===== src/rtl/pkt_asm_pkg.sv =====
// Shared constants and the sequencer state type for the long packet assembler.
package pkt_asm_pkg;
    localparam int BYTE_W   = 8;
    localparam int WC_W     = 16;
    localparam int VC_W     = 2;
    localparam int DT_W     = 6;
    localparam int CRC_W    = 16;
    localparam int ECC_IN_W = 3 * BYTE_W;
    localparam int PAR_W    = 6;
    localparam logic [CRC_W-1:0] CRC_SEED = 16'hFFFF;
    localparam logic [CRC_W-1:0] CRC_POLY = 16'h8408;

    typedef enum logic [3:0] {
        ST_IDLE, ST_ID, ST_WC_LO, ST_WC_HI, ST_ECC,
        ST_PAY, ST_DRAIN, ST_CK_LO, ST_CK_HI
    } asm_state_e;
endpackage


===== src/rtl/pkt_hdr_ecc.sv =====
// Header ECC encoder: 6 parity bits over a 24-bit header word.
// The top two bits are always 0.
// Assumes the header word is {byte3, byte2, identifier}.
module pkt_hdr_ecc
    import pkt_asm_pkg::*;
(
    input  logic [ECC_IN_W-1:0] hdr_word,
    output logic [BYTE_W-1:0]   ecc
);
    localparam logic [ECC_IN_W-1:0] PAR_MASK [PAR_W] = '{
        24'hF12CB7, 24'hF2555B, 24'h749A6D,
        24'hB8E38E, 24'hDF03F0, 24'hEFFC00
    };

    genvar gi;
    generate
        for (gi = 0; gi < PAR_W; gi++) begin : g_par
            // Parity bit gi covers the header bits selected by its mask.
            assign ecc[gi] = ^(hdr_word & PAR_MASK[gi]);
        end
        for (gi = PAR_W; gi < BYTE_W; gi++) begin : g_zero
            assign ecc[gi] = 1'b0;
        end
    endgenerate
endmodule


===== src/rtl/pkt_crc16_byte.sv =====
// One-byte update of a reflected CRC, LSB first, unrolled into 8 bit steps.
// Assumes the caller registers the result.
module pkt_crc16_byte
    import pkt_asm_pkg::*;
#(
    parameter int               W    = CRC_W,
    parameter logic [W-1:0]     POLY = CRC_POLY
) (
    input  logic [W-1:0]      crc_in,
    input  logic [BYTE_W-1:0] data_in,
    output logic [W-1:0]      crc_out
);
    logic [W-1:0] stage [BYTE_W+1];

    assign stage[0] = crc_in ^ {{(W-BYTE_W){1'b0}}, data_in};

    genvar gs;
    generate
        for (gs = 0; gs < BYTE_W; gs++) begin : g_step
            // Shift one bit out; fold in the polynomial when that bit was 1.
            assign stage[gs+1] = stage[gs][0] ? ((stage[gs] >> 1) ^ POLY)
                                              : (stage[gs] >> 1);
        end
    endgenerate

    assign crc_out = stage[BYTE_W];
endmodule


===== src/rtl/pkt_assembler.sv =====
// Long/short packet assembler.
// Sends the identifier, the 16-bit field (low byte first) and the ECC.
// For a long packet it then forwards exactly word-count payload bytes
// and appends a CRC footer (low byte first), or 0000h when the checksum
// is disabled.
// Assumes downstream applies valid/ready on every byte. The payload path
// is combinational (no buffering).
module pkt_assembler
    import pkt_asm_pkg::*;
(
    input  logic              clk,
    input  logic              rst_n,
    input  logic              cfg_crc_en,
    input  logic              hdr_valid,
    output logic              hdr_ready,
    input  logic [VC_W-1:0]   hdr_vc,
    input  logic [DT_W-1:0]   hdr_dt,
    input  logic [WC_W-1:0]   hdr_wc,
    input  logic              hdr_long,
    input  logic              pl_valid,
    output logic              pl_ready,
    input  logic [BYTE_W-1:0] pl_data,
    input  logic              pl_last,
    output logic              out_valid,
    input  logic              out_ready,
    output logic [BYTE_W-1:0] out_data,
    output logic              pkt_done,
    output logic              len_err
);
    asm_state_e        state;
    logic [BYTE_W-1:0] id_q;
    logic [WC_W-1:0]   wc_q;
    logic [WC_W-1:0]   rem_q;
    logic [CRC_W-1:0]  crc_q;
    logic [CRC_W-1:0]  crc_nxt;
    logic [CRC_W-1:0]  footer;
    logic [BYTE_W-1:0] ecc_byte;
    logic              long_q, en_q, pad_q, err_q;
    logic              hdr_fire, out_fire, pl_fire, last_slot;

    pkt_hdr_ecc u_ecc (
        .hdr_word ({wc_q, id_q}),
        .ecc      (ecc_byte)
    );

    pkt_crc16_byte u_crc (
        .crc_in  (crc_q),
        .data_in (out_data),
        .crc_out (crc_nxt)
    );

    assign hdr_ready = (state == ST_IDLE);
    assign hdr_fire  = hdr_valid && hdr_ready;
    assign out_fire  = out_valid && out_ready;
    assign pl_fire   = pl_valid && pl_ready;
    assign last_slot = (rem_q == {{(WC_W-1){1'b0}}, 1'b1});
    assign footer    = en_q ? crc_q : '0;
    assign len_err   = err_q;

    // Handshake: payload is taken while forwarding, or while discarding excess bytes.
    always_comb begin
        pl_ready  = 1'b0;
        out_valid = 1'b0;
        case (state)
            ST_ID, ST_WC_LO, ST_WC_HI, ST_ECC, ST_CK_LO, ST_CK_HI: out_valid = 1'b1;
            ST_PAY: begin
                out_valid = pad_q ? 1'b1 : pl_valid;
                pl_ready  = !pad_q && out_ready;
            end
            ST_DRAIN: pl_ready = 1'b1;
            default: ;
        endcase
    end

    // Output byte select for the current phase.
    always_comb begin
        case (state)
            ST_ID:    out_data = id_q;
            ST_WC_LO: out_data = wc_q[BYTE_W-1:0];
            ST_WC_HI: out_data = wc_q[WC_W-1:BYTE_W];
            ST_ECC:   out_data = ecc_byte;
            ST_PAY:   out_data = pad_q ? '0 : pl_data;
            ST_CK_LO: out_data = footer[BYTE_W-1:0];
            ST_CK_HI: out_data = footer[CRC_W-1:BYTE_W];
            default:  out_data = '0;
        endcase
    end

    // Done pulse on the final byte's handshake.
    assign pkt_done = out_fire && ((state == ST_CK_HI) || (state == ST_ECC && !long_q));

    // Sequencer, byte counter, CRC register and length-error flag.
    always_ff @(posedge clk) begin
        if (!rst_n) begin
            state  <= ST_IDLE;
            id_q   <= '0;
            wc_q   <= '0;
            rem_q  <= '0;
            crc_q  <= CRC_SEED;
            long_q <= 1'b0;
            en_q   <= 1'b0;
            pad_q  <= 1'b0;
            err_q  <= 1'b0;
        end else begin
            case (state)
                ST_IDLE: if (hdr_fire) begin
                    id_q   <= {hdr_vc, hdr_dt};
                    wc_q   <= hdr_wc;
                    rem_q  <= hdr_wc;
                    long_q <= hdr_long;
                    en_q   <= cfg_crc_en;
                    crc_q  <= CRC_SEED;
                    pad_q  <= 1'b0;
                    err_q  <= 1'b0;
                    state  <= ST_ID;
                end
                ST_ID:    if (out_fire) state <= ST_WC_LO;
                ST_WC_LO: if (out_fire) state <= ST_WC_HI;
                ST_WC_HI: if (out_fire) state <= ST_ECC;
                ST_ECC: if (out_fire) begin
                    if (!long_q)          state <= ST_IDLE;
                    else if (wc_q == '0)  state <= ST_CK_LO;
                    else                  state <= ST_PAY;
                end
                ST_PAY: if (out_fire) begin
                    crc_q <= crc_nxt;
                    rem_q <= rem_q - 1'b1;
                    if (last_slot) begin
                        if (!pad_q && !pl_last) begin
                            err_q <= 1'b1;
                            state <= ST_DRAIN;
                        end else begin
                            state <= ST_CK_LO;
                        end
                    end else if (!pad_q && pl_last) begin
                        err_q <= 1'b1;
                        pad_q <= 1'b1;
                    end
                end
                ST_DRAIN: if (pl_fire && pl_last) state <= ST_CK_LO;
                ST_CK_LO: if (out_fire) state <= ST_CK_HI;
                ST_CK_HI: if (out_fire) state <= ST_IDLE;
                default:  state <= ST_IDLE;
            endcase
        end
    end

    // Checker counter: payload bytes sent in the current packet.
    logic [WC_W:0] sent_cnt;
    always_ff @(posedge clk) begin
        if (!rst_n || hdr_fire) sent_cnt <= '0;
        else if (state == ST_PAY && out_fire) sent_cnt <= sent_cnt + 1'b1;
    end

    assert_idle_exclusive_R1: assert property (@(posedge clk) disable iff (!rst_n)
        hdr_ready |-> (!out_valid && !pl_ready));

    assert_payload_count_R4: assert property (@(posedge clk) disable iff (!rst_n)
        (state == ST_CK_LO && out_fire && long_q) |-> (sent_cnt == {1'b0, wc_q}));

    assert_empty_footer_R6: assert property (@(posedge clk) disable iff (!rst_n)
        (state == ST_ECC && out_fire && long_q && wc_q == '0 && en_q)
        |=> (out_valid && out_data == 8'hFF));

    assert_pad_zero_R9: assert property (@(posedge clk) disable iff (!rst_n)
        (state == ST_PAY && pad_q) |-> (out_valid && out_data == '0 && !pl_ready));

    assert_done_handshake_R11: assert property (@(posedge clk) disable iff (!rst_n)
        pkt_done |-> (out_valid && out_ready));

    assert_done_then_idle_R11: assert property (@(posedge clk) disable iff (!rst_n)
        pkt_done |=> hdr_ready);

    assert_hold_on_stall_R12: assert property (@(posedge clk) disable iff (!rst_n)
        (out_valid && !out_ready && state != ST_PAY) |=> (out_valid && $stable(out_data)));
endmodule


===== config.mk =====
export PLATFORM = sky130hd
export DESIGN_NAME = pkt_assembler
export DESIGN_NICKNAME = d
export VERILOG_FILES = /design/src/rtl/pkt_asm_pkg.sv /design/src/rtl/pkt_hdr_ecc.sv /design/src/rtl/pkt_crc16_byte.sv /design/src/rtl/pkt_assembler.sv
export SDC_FILE = /design/constraint.sdc
export NUM_CORES = 1
export LEC_CHECK = 0
export BUFFER_PORTS_ARGS = -buffer_cell sky130_fd_sc_hd__buf_4
export CAP_MARGIN = 20
export CORE_ASPECT_RATIO = 1.2
export CORE_MARGIN = 3
export CORE_UTILIZATION = 50
export DETAILED_ROUTE_END_ITERATION = 12
export PLACE_DENSITY_LB_ADDON = 0.15
export SYNTH_ARGS = -nofsm -noshare
export SYNTH_HDL_FRONTEND = slang
export SYNTH_SLANG_ARGS = --single-unit

===== constraint.sdc =====
create_clock -name clk -period 5.8 [get_ports clk]
set_clock_uncertainty 0.05 [all_clocks]
set_input_delay 0.58 -clock clk [delete_from_list [all_inputs] [get_ports clk]]
set_output_delay 0.58 -clock clk [all_outputs]
set_load 0.02 [all_outputs]

# Word-level counts from Yosys, hierarchy flattened
# Index checks and enable logic that the tools add are counted.
word_totals:
  in_bits: 40
  latch_bits: 0
  elab_cells: 113
  output_inout_bits: 13
  mem_count: 0
  mem_bits_rw: 0
  reg_bits: 64
  rom_bits: 0
op_classes:
  n_bitwise: 9
  add_sub_neg: 1
  reduce_logical: 28
  magnitude_cmp: 0
  div_mod_pow: 0
  n_eq_ne: 23
  mux: 43
  multipliers: 0
  shifts: 0
op_table:
  columns: ["op", "n"]
  rows:
  - ["16-bit 2-to-1 mux", 13]
  - ["24-bit parity", 6]
  - ["16-bit case mux with 2 select lines", 2]
  - ["8-bit case mux with 7 select lines", 1]
  - ["4-bit 2-to-1 mux", 10]
  - ["4-bit case mux with 9 select lines", 1]
  - ["2-bit inverter with 3-bit output", 8]
  - ["2-bit inequality test, second input constant", 11]
  - ["16-bit by 1-bit equality test with 1-bit output, second input constant", 1]
  - ["4-bit by 3-bit equality test with 1-bit output, second input constant", 4]
  - ["16-bit logical NOT", 1]
  - ["16-bit by 1-bit subtractor with 16-bit output, second input constant", 1]
  - ["16-bit by 8-bit XOR with 16-bit output", 1]
  - ["10-bit AND reduction", 1]
  - ["5-bit AND reduction", 2]
  - ["1-bit logical AND", 9]
  - ["1-bit 2-to-1 mux", 9]
  - ["4-bit by 2-bit equality test with 1-bit output, second input constant", 2]
  - ["8-bit 2-to-1 mux", 1]
  - ["1-bit case mux with 2 select lines", 4]
  - ["3-bit inequality test, second input constant", 2]
  - ["6-bit OR reduction", 1]
  - ["4-bit by 1-bit equality test with 1-bit output, second input constant", 1]
  - ["4-bit equality test, second input constant", 1]
  - ["9 further kinds", 11]

# Depth between registers and ports, before layout
# Gate-level depths: netlist (run 1).
depth:
  ltp_word: 21
  mapped_depth: 10
  ltp_nobuf: 10

# By module
# From an unflattened synthesis (run 1), not the netlist that was laid out.
hier_totals:
  cells_unflattened: 517
  area_unflattened_um2: 4351.7
modules_own_cells:
  columns: ["mod", "seq_area_each_um2", "n_inst", "cells_each", "area_per_inst_um2"]
  rows:
  - ["pkt_assembler", 1281.2, 1, 450, 3454.6]
  - ["pkt_hdr_ecc", 0.0, 1, 43, 525.5]
  - ["pkt_crc16_byte", 0.0, 1, 24, 371.6]

# Least setup slack after synthesis (run 1)
# Ideal clock, no wire load.
synth_timing:
  path_type: "register to register"
  from: "register wc_q[12]"
  to: "register crc_q[2]"
  path_slack_ps: 2936
  path_stages_with_launch: 11
  arrival_time_ps: 2752
  required_ps: 5688
  setup_time_ps: 62
  path_buffers: 0
  period_less_slack_ps: 2864
  cell_sequence: "dfxtp_1 inv_1 ha_1 xnor2_1 xnor2_2 xnor3_1 a211o_1 xor2_1 xnor2_2 or3_1 nand3_1"
synth_between:
  elab_chain_len: 13
synth_rtl:
  columns: ["element", "line_no", "source"]
  rows:
  - ["start: declaration", "pkt_assembler.sv:32", "logic [WC_W-1:0] wc_q;"]
  - ["start signal: assignment", "pkt_assembler.sv:108", "wc_q <= hdr_wc;"]
  - ["24-bit parity", "pkt_hdr_ecc.sv:19", "assign ecc[gi] = ^(hdr_word & PAR_MASK[gi]);"]
  - ["8-bit case mux with 7 select lines", "pkt_assembler.sv:77", "case (state)"]
  - ["net out_data[2]", "pkt_assembler.sv:26", "output logic [BYTE_W-1:0] out_data,"]
  - ["16-bit by 8-bit XOR with 16-bit output", "pkt_crc16_byte.sv:15", "assign stage[0] = crc_in ^ {{(W-BYTE_W){1'b0}}, data_in};"]
  - ["16-bit 2-to-1 mux (8 in a row)", "pkt_crc16_byte.sv:21", "assign stage[gs+1] = stage[gs][0] ? ((stage[gs] >> 1) ^ POLY)"]
  - ["16-bit 2-to-1 mux", "pkt_assembler.sv:125", "ST_PAY: if (out_fire) begin"]
  - ["16-bit case mux with 2 select lines", "pkt_assembler.sv:105", "case (state)"]
  - ["end signal: assignment", "pkt_assembler.sv:126", "crc_q <= crc_nxt;"]
  - ["end: declaration", "pkt_assembler.sv:34", "logic [CRC_W-1:0] crc_q;"]
# The timed path passes the listed nets, and every way through them passes these cells. The select of a mux whose other input is x is not followed.
# A chain may end at the register's enable or synchronous reset.

# Worst setup path in the final report (run 1)
layout_timing:
  from: "register wc_q[14]"
  to: "output out_data[0]"
layout_between:
  elab_chain_len: 2
layout_rtl:
  columns: ["element", "line_no"]
  rows:
  - ["24-bit parity", "pkt_hdr_ecc.sv:19"]
  - ["8-bit case mux with 7 select lines", "pkt_assembler.sv:77"]
  - ["end: declaration", "pkt_assembler.sv:26"]
# Every way passes these cells.

==> metrics, run 1 <==
Worst IR Drop VDD 0.320 mV; final antenna-violating net count 0; sw frac 44.9%; TritonCTS clock tree built; Final setup viols 0; largest net degree at the start of global routing 54; hold depth 2; hold_sp rem_q[7]$_SDFFE_PN0P_; clock latency on the worst-skew pair 0.36 ns; CP endpoint kind primary output; Slew headroom 35.3%; Root Driver clkbuf_8; Finished Layout Cells 691; Clock H-tree levels 3; Bufs on Longest Clock Path 2; outcome finished clean; Net Sw Power 1130 uW; unrepaired setup endpoints after global routing no; Remaining DRCs 0; Die Wd 89.7 um; Yosys reg bits 64; Max Slew Vio Count 0; sequential area share after synthesis 30.5%; min cycle time layout 3.48 ns; max_cap viols 0; Congestion Overflow GR 0; Final #Nets 623; vias per std cell 5.82; Antenna Cells 0; FP Rows 36; Worst setup SP type flop; post-CTS resize count 0; GP Congestion 0.970; crit share post-route 60.0%; total vias in the final route 4021; IO Pins 53; Die Height 106 um; initial antenna violation count 0; die area 9540 sq um; worst-path maximum fanout 4; Clk pwr share 15.1%; most frequent cells in the layout nand2_1 (95), dfxtp_1 (64), buf_4 (56); Post-CTS Repair Setup Buffers 0; CORE AREA 8150 sq um; total CTS buffers 9; setup TNS 0 ns; reg2reg end rem_q[2]$_SDFFE_PN0P_; Syn Area/Cell 7.82 sq um; DR pass1 iterations 6; HPWL after detailed placement 9180 um; Sink Count 64; asr flop ratio synth 0%; number of global-route vias before repair 3697; effective utilization at floorplan 51.5%; number of DRC markers in iteration 0 343; Worst EP arrival 2.85 ns; GRT Overall Usage 27.3%; Internal 1390 uW; Hold Violations, Final 0; Critical Path RT 5.17 ns; EDFF count, synth 0; Reg power frac 27.2%; Min-Delay Endpoint rem_q[7]$_SDFFE_PN0P_; final WL 12400 um; number of port buffers 52; WS Path Type reg2out; Util after Layout 59.3%; Reg clk slew, reported paths 0.07 ns; leading cell type in the layout, fill and taps excluded nand2_1; ratio of cells with drive above 1 in the final layout 14.6%; Tightest Hold Check Type reg2reg; ys flop type dfxtp_1; number of buffers inserted by hold repair at cts 0; post-synth cell types 57; Comb pwr share 57.7%; reg2reg start state[1]$_SDFFE_PN0P_; Syn-to-layout area delta 15.2%; Worst Tran Pin Value 0.966 ns; Syn Nets 587; first-pass GRT wire length 19700 um; Synth Warn # 0; cell area after synthesis 4200 sq um; Worst R2R Setup Slack 2.62 ns; DP Cell Count 676; routed len/inst 18.0 um; pwr dens 521 nW/um^2; reg2reg path depth 7; Cells after Synth 537; Max Clock Freq 287 MHz; cell leakage power 0.00188 uW; Hold WS 0.419 ns
-- through the flow --
stage	area (sq um)	setup slack [ns]	power (uW)
finish	4840	2.32	2520
CTS	4840	2.34	2510
global placement	4650	2.79	2110
global route	4840	2.22	2690
detailed placement	4650	2.72	2120
floorplan	4200	2.94	1760
-- critical path: stages (launching register included) --
cell and delay (ns):
dfxtp_1 0.40, inv_1 0.06, ha_1 0.33, xnor2_1 0.29, xor2_1 0.26, xnor3_1 0.44, a211oi_2 0.46, inv_1 0.08
buf_4 0.17
-- power by group through the flow --
stage	Clock [uW]	Sequential, uW	Combinational (uW)
after global routing	405	702	1580
final	381	685	1460
after global placement	0	688	1430
after CTS	385	681	1440
after floorplan	0	626	1140
after detailed placement	0	690	1430
-- kinds of logic (layout without fill, tap and decap cells) --
kind of cell / count (synthesis) / after routing / synth area share [%]
xor+xnor: 67 / 67 / 16.9
fa+ha+maj: 10 / 10 / 2.98
flops: 64 / 64 / 30.5
buf+inv: 55 / 95 / 4.94
compound gates: 144 / 144 / 22.6
mux: 4 / 4 / 1.01
simple gates: 193 / 193 / 21.1
-- final cells by class --
class                           count  area (sq um)
Fill cell                         761          3310
Tap cell                          114           143
Multi-Input combinational cell    418          2720
Clock inverter                      5          58.8
Sequential cell                    64          1280
Timing Repair Buffer               56           420
Inverter                           24          90.1
Clock buffer                       10           128
-- flip-flops by register name, summed over array words and instances, names as in the netlist --
signal and count:
id_q 8, len_err 1, crc_q 16, rem_q 16, state 4, en_q 1
long_q 1, wc_q 16, pad_q 1
-- cell usage after synthesis, drive strengths merged, types with 3 or more instances --
cell | instances | area share [%]
a22o | 3 | 0.63
nor2b | 9 | 1.3
dfxtp | 64 | 30
a221o | 3 | 0.71
nand4 | 4 | 0.60
nand2b | 3 | 0.45
xor2 | 15 | 3.3
a31oi | 4 | 0.60
a21boi | 33 | 5.9
a21oi | 28 | 3.3
and2 | 3 | 0.45
and3 | 3 | 0.45
inv | 24 | 2.1
xnor3 | 6 | 3.2
xnor2 | 46 | 10
o211ai | 9 | 1.6
o21ai | 32 | 3.8
buf | 6 | 0.57
o31ai | 3 | 0.54
nor2 | 34 | 3.0
nand2 | 95 | 8.5
nor3 | 9 | 1.1
ha | 10 | 3.0
or2 | 3 | 0.45
clkbuf | 25 | 2.2
nand3 | 16 | 1.9
o22ai | 7 | 1.0
a22oi | 10 | 1.8
-- layer usage --
metal / up-vias / share of wire [%] / GRT usage (%)
met3: 28 / 6.0 / 5.97
met4: 0 / 2.5 / 8.40
met5: - / 0 / 0
li1: 1931 / - / -
met2: 160 / 48 / 41.9
met1: 1902 / 44 / 37.8
-- worst max-delay path by stage --
stage	from	endpoint	slack, ns
finish	wc_q[14]$_SDFFE_PN0P_	out_data[0]	2.32
global route	wc_q[14]$_SDFFE_PN0P_	out_data[0]	2.22
CTS	wc_q[14]$_SDFFE_PN0P_	out_data[0]	2.34
detailed placement	wc_q[14]$_SDFFE_PN0P_	crc_q[0]$_SDFFE_PN1P_	2.72
global placement	wc_q[14]$_SDFFE_PN0P_	out_data[0]	2.79
floorplan	wc_q[12]$_SDFFE_PN0P_	crc_q[2]$_SDFFE_PN1P_	2.94
Note: power is estimated with default switching activity, not from simulation.
==> inputs of run 2 (changes only) <==
Settings changed: ABC_AREA set to 1.
Clock period 5.8 ns to 3.5 ns, I/O delays scaled along.
==> metrics, run 2 <==
Worst Tran Pin Value 0.476 ns; clock latency on the worst-skew pair 0.36 ns; post-CTS resize count 0; Remaining DRCs 0; DR pass1 iterations 6; crit-path most repeated cell nand2_1; number of filler cells placed in the layout 924; FP Rows 38; Worst setup SP type flop; EDFF count, synth 0; ratio of cells with drive above 1 in the final layout 13.6%; HPWL after detailed placement 11000 um; Worst R2R Setup Slack 0.99 ns; Max Clock Freq 383 MHz; Buf/Inv on CP 4; Final #Nets 891; Final setup viols 0; GRT Overall Usage 27.8%; number of buffers inserted by hold repair at cts 0; leading cell type in the layout, fill and taps excluded nand2_1; crit share post-route 74.7%; effective utilization at floorplan 52.2%; cell leakage power 0.00271 uW; Clock H-tree levels 3; CP endpoint kind primary output; sw frac 53.5%; Worst EP arrival 2.21 ns; initial antenna violation count 0; Syn Nets 847; Hold Violations, Final 0; asr flop ratio synth 0%; most frequent cells in the layout nand2_1 (235), inv_1 (102), nand3_1 (95); unrepaired setup endpoints after global routing no; IO Pins 53; number of global-route vias before repair 4990; routed len/inst 15.0 um; post-synth cell types 40; largest area contributor in the netlist dfxtp_1; Post-CTS Repair Setup Buffers 0; total CTS buffers 9; Slew headroom 68.3%; vias per std cell 5.55; Root Driver clkbuf_8; Worst IR Drop VDD 0.513 mV; outcome finished clean; max_cap viols 0; leading registers by flop count crc_q x16, rem_q x16, wc_q x16; min cycle time layout 2.61 ns; WS Path Type reg2out; GP Congestion 0.936; slowest stage delay, CP 0.38 ns; Crit-path slowest cell dfxtp_1; Reg clk slew, reported paths 0.07 ns; number of port buffers 52; first-pass GRT wire length 23800 um; Cells after Synth 797; TritonCTS clock tree built; Critical Path RT 3.10 ns; Reg power frac 23.6%; Yosys reg bits 64; Clk pwr share 11.2%; setup TNS 0 ns; Syn-to-layout area delta 12.7%; Util after Layout 58.8%; Net Sw Power 2810 uW; Sink Count 64; total vias in the final route 5360; post-synth top area share 26.6%; number of DRC markers in iteration 0 471; ys flop type dfxtp_1; cell area after synthesis 4810 sq um; Comb pwr share 65.3%; Syn Area/Cell 6.04 sq um; pwr dens 970 nW/um^2; Internal 2450 uW; synth top area cells dfxtp_1 (27%), nand2_1 (18%), nand3_1 (9.9%); Bufs on Longest Clock Path 2; Congestion Overflow GR 0; final WL 14500 um; Die Height 113 um; count leader, synth nand2_1; Tightest Hold Check Type in2reg; largest delay contributor family on the critical path simple AND/OR/NAND/NOR gates; largest net degree at the start of global routing 54; worst-path maximum fanout 4; die area 10800 sq um; Max Slew Vio Count 0; Commonest cells post-synth nand2_1 (236), inv_1 (102), nand3_1 (95); Antenna Cells 0; sequential area share after synthesis 26.6%; final antenna-violating net count 0; Die Wd 95.5 um; Synth Warn # 0; critical-path cell list inv_1, ha_1, inv_1, nand2_1, nand2_1, nand2_1, nand2_1, inv_1, nand2_1, nand2_1, nand2_1, nand3_1, nand2_2, buf_4; CORE AREA 9220 sq um
run 2: cell types whose count changed after synthesis, moves of 9 or more:
cell      previous run  this run
xnor2_1             42        10
nand2_1             95       236
o21ai_0             26        64
inv_1               24       102
a22oi_1             10         0
nor2b_1              9         0
a21boi_0            32         0
clkbuf_1            25        14
a21oi_1             28        51
nand3_1             16        95
nand2_2              0        18
run 2: kinds of logic after synthesis:
logic type | synth area share, %
AOI/OAI and AO/OA | 17.7
xor gates and xnor gates | 3.09
adders and majority gates | 2.60
buffers and inverters | 11.1
DFF | 26.6
and+or+nand+nor | 38.9
run 2: layout make-up:
type                            count  area [sq um]  share of cell area (%)
Timing Repair Buffer               55           413                    7.61
Multi-Input combinational cell    601          3000                    55.3
Inverter                          110           413                    7.61
Clock buffer                       13           149                    2.75
Sequential cell                    64          1280                    23.6
Tap cell                          120           150                    2.77
Clock inverter                      3          17.5                   0.323
run 2: through the flow:
stage	instance area [sq um]	total power (uW)	cells	hold slack, ns	setup slack (ns)
3_3_place_gp	5260	4560	950	0.431	1.12
2_1_floorplan	4810	3830	797	0.417	1.34
5_1_grt	5420	5800	966	0.237	0.687
6_report	5420	5260	966	0.207	0.886
3_5_place_dp	5260	4630	950	0.444	1.04
4_1_cts	5420	5220	966	0.203	0.890
run 2: worst min-delay path: cells and delay by family:
family,cells,cell delay [ns]
AND/OR/NAND/NOR,1,0.08
AO/OA/AOI/OAI,1,0.06
buffers and inverters,1,0.10
run 2: power by group through the flow:
| stage | clock network [uW] | logic [uW] | registers (uW) |
|---|---|---|---|
| floorplan | 0 | 2650 | 1180 |
| finish | 587 | 3430 | 1240 |
| CTS | 589 | 3400 | 1230 |
| global placement | 0 | 3320 | 1230 |
| detailed placement | 0 | 3380 | 1240 |
| global route | 615 | 3910 | 1270 |
run 2: per-layer routing:
layer	vias to the layer above	track usage [%]	part of all wire, %
li1	2701	-	-
met1	2425	35.9	44
met2	202	46.9	48
met3	32	2.84	5.9
met4	0	11.5	2.7
met5	-	0	0
run 2: final timing paths:
kind                               from                    end  depth (start not counted)
setup / recovery   wc_q[7]$_SDFFE_PN0P_            out_data[3]                         14
hold reg to reg   state[3]$_SDFFE_PN0P_  state[3]$_SDFFE_PN0P_                          2
hold / removal                hdr_wc[1]  rem_q[1]$_SDFFE_PN0P_                          3
setup reg to reg  state[2]$_SDFFE_PN0P_  rem_q[1]$_SDFFE_PN0P_                         11
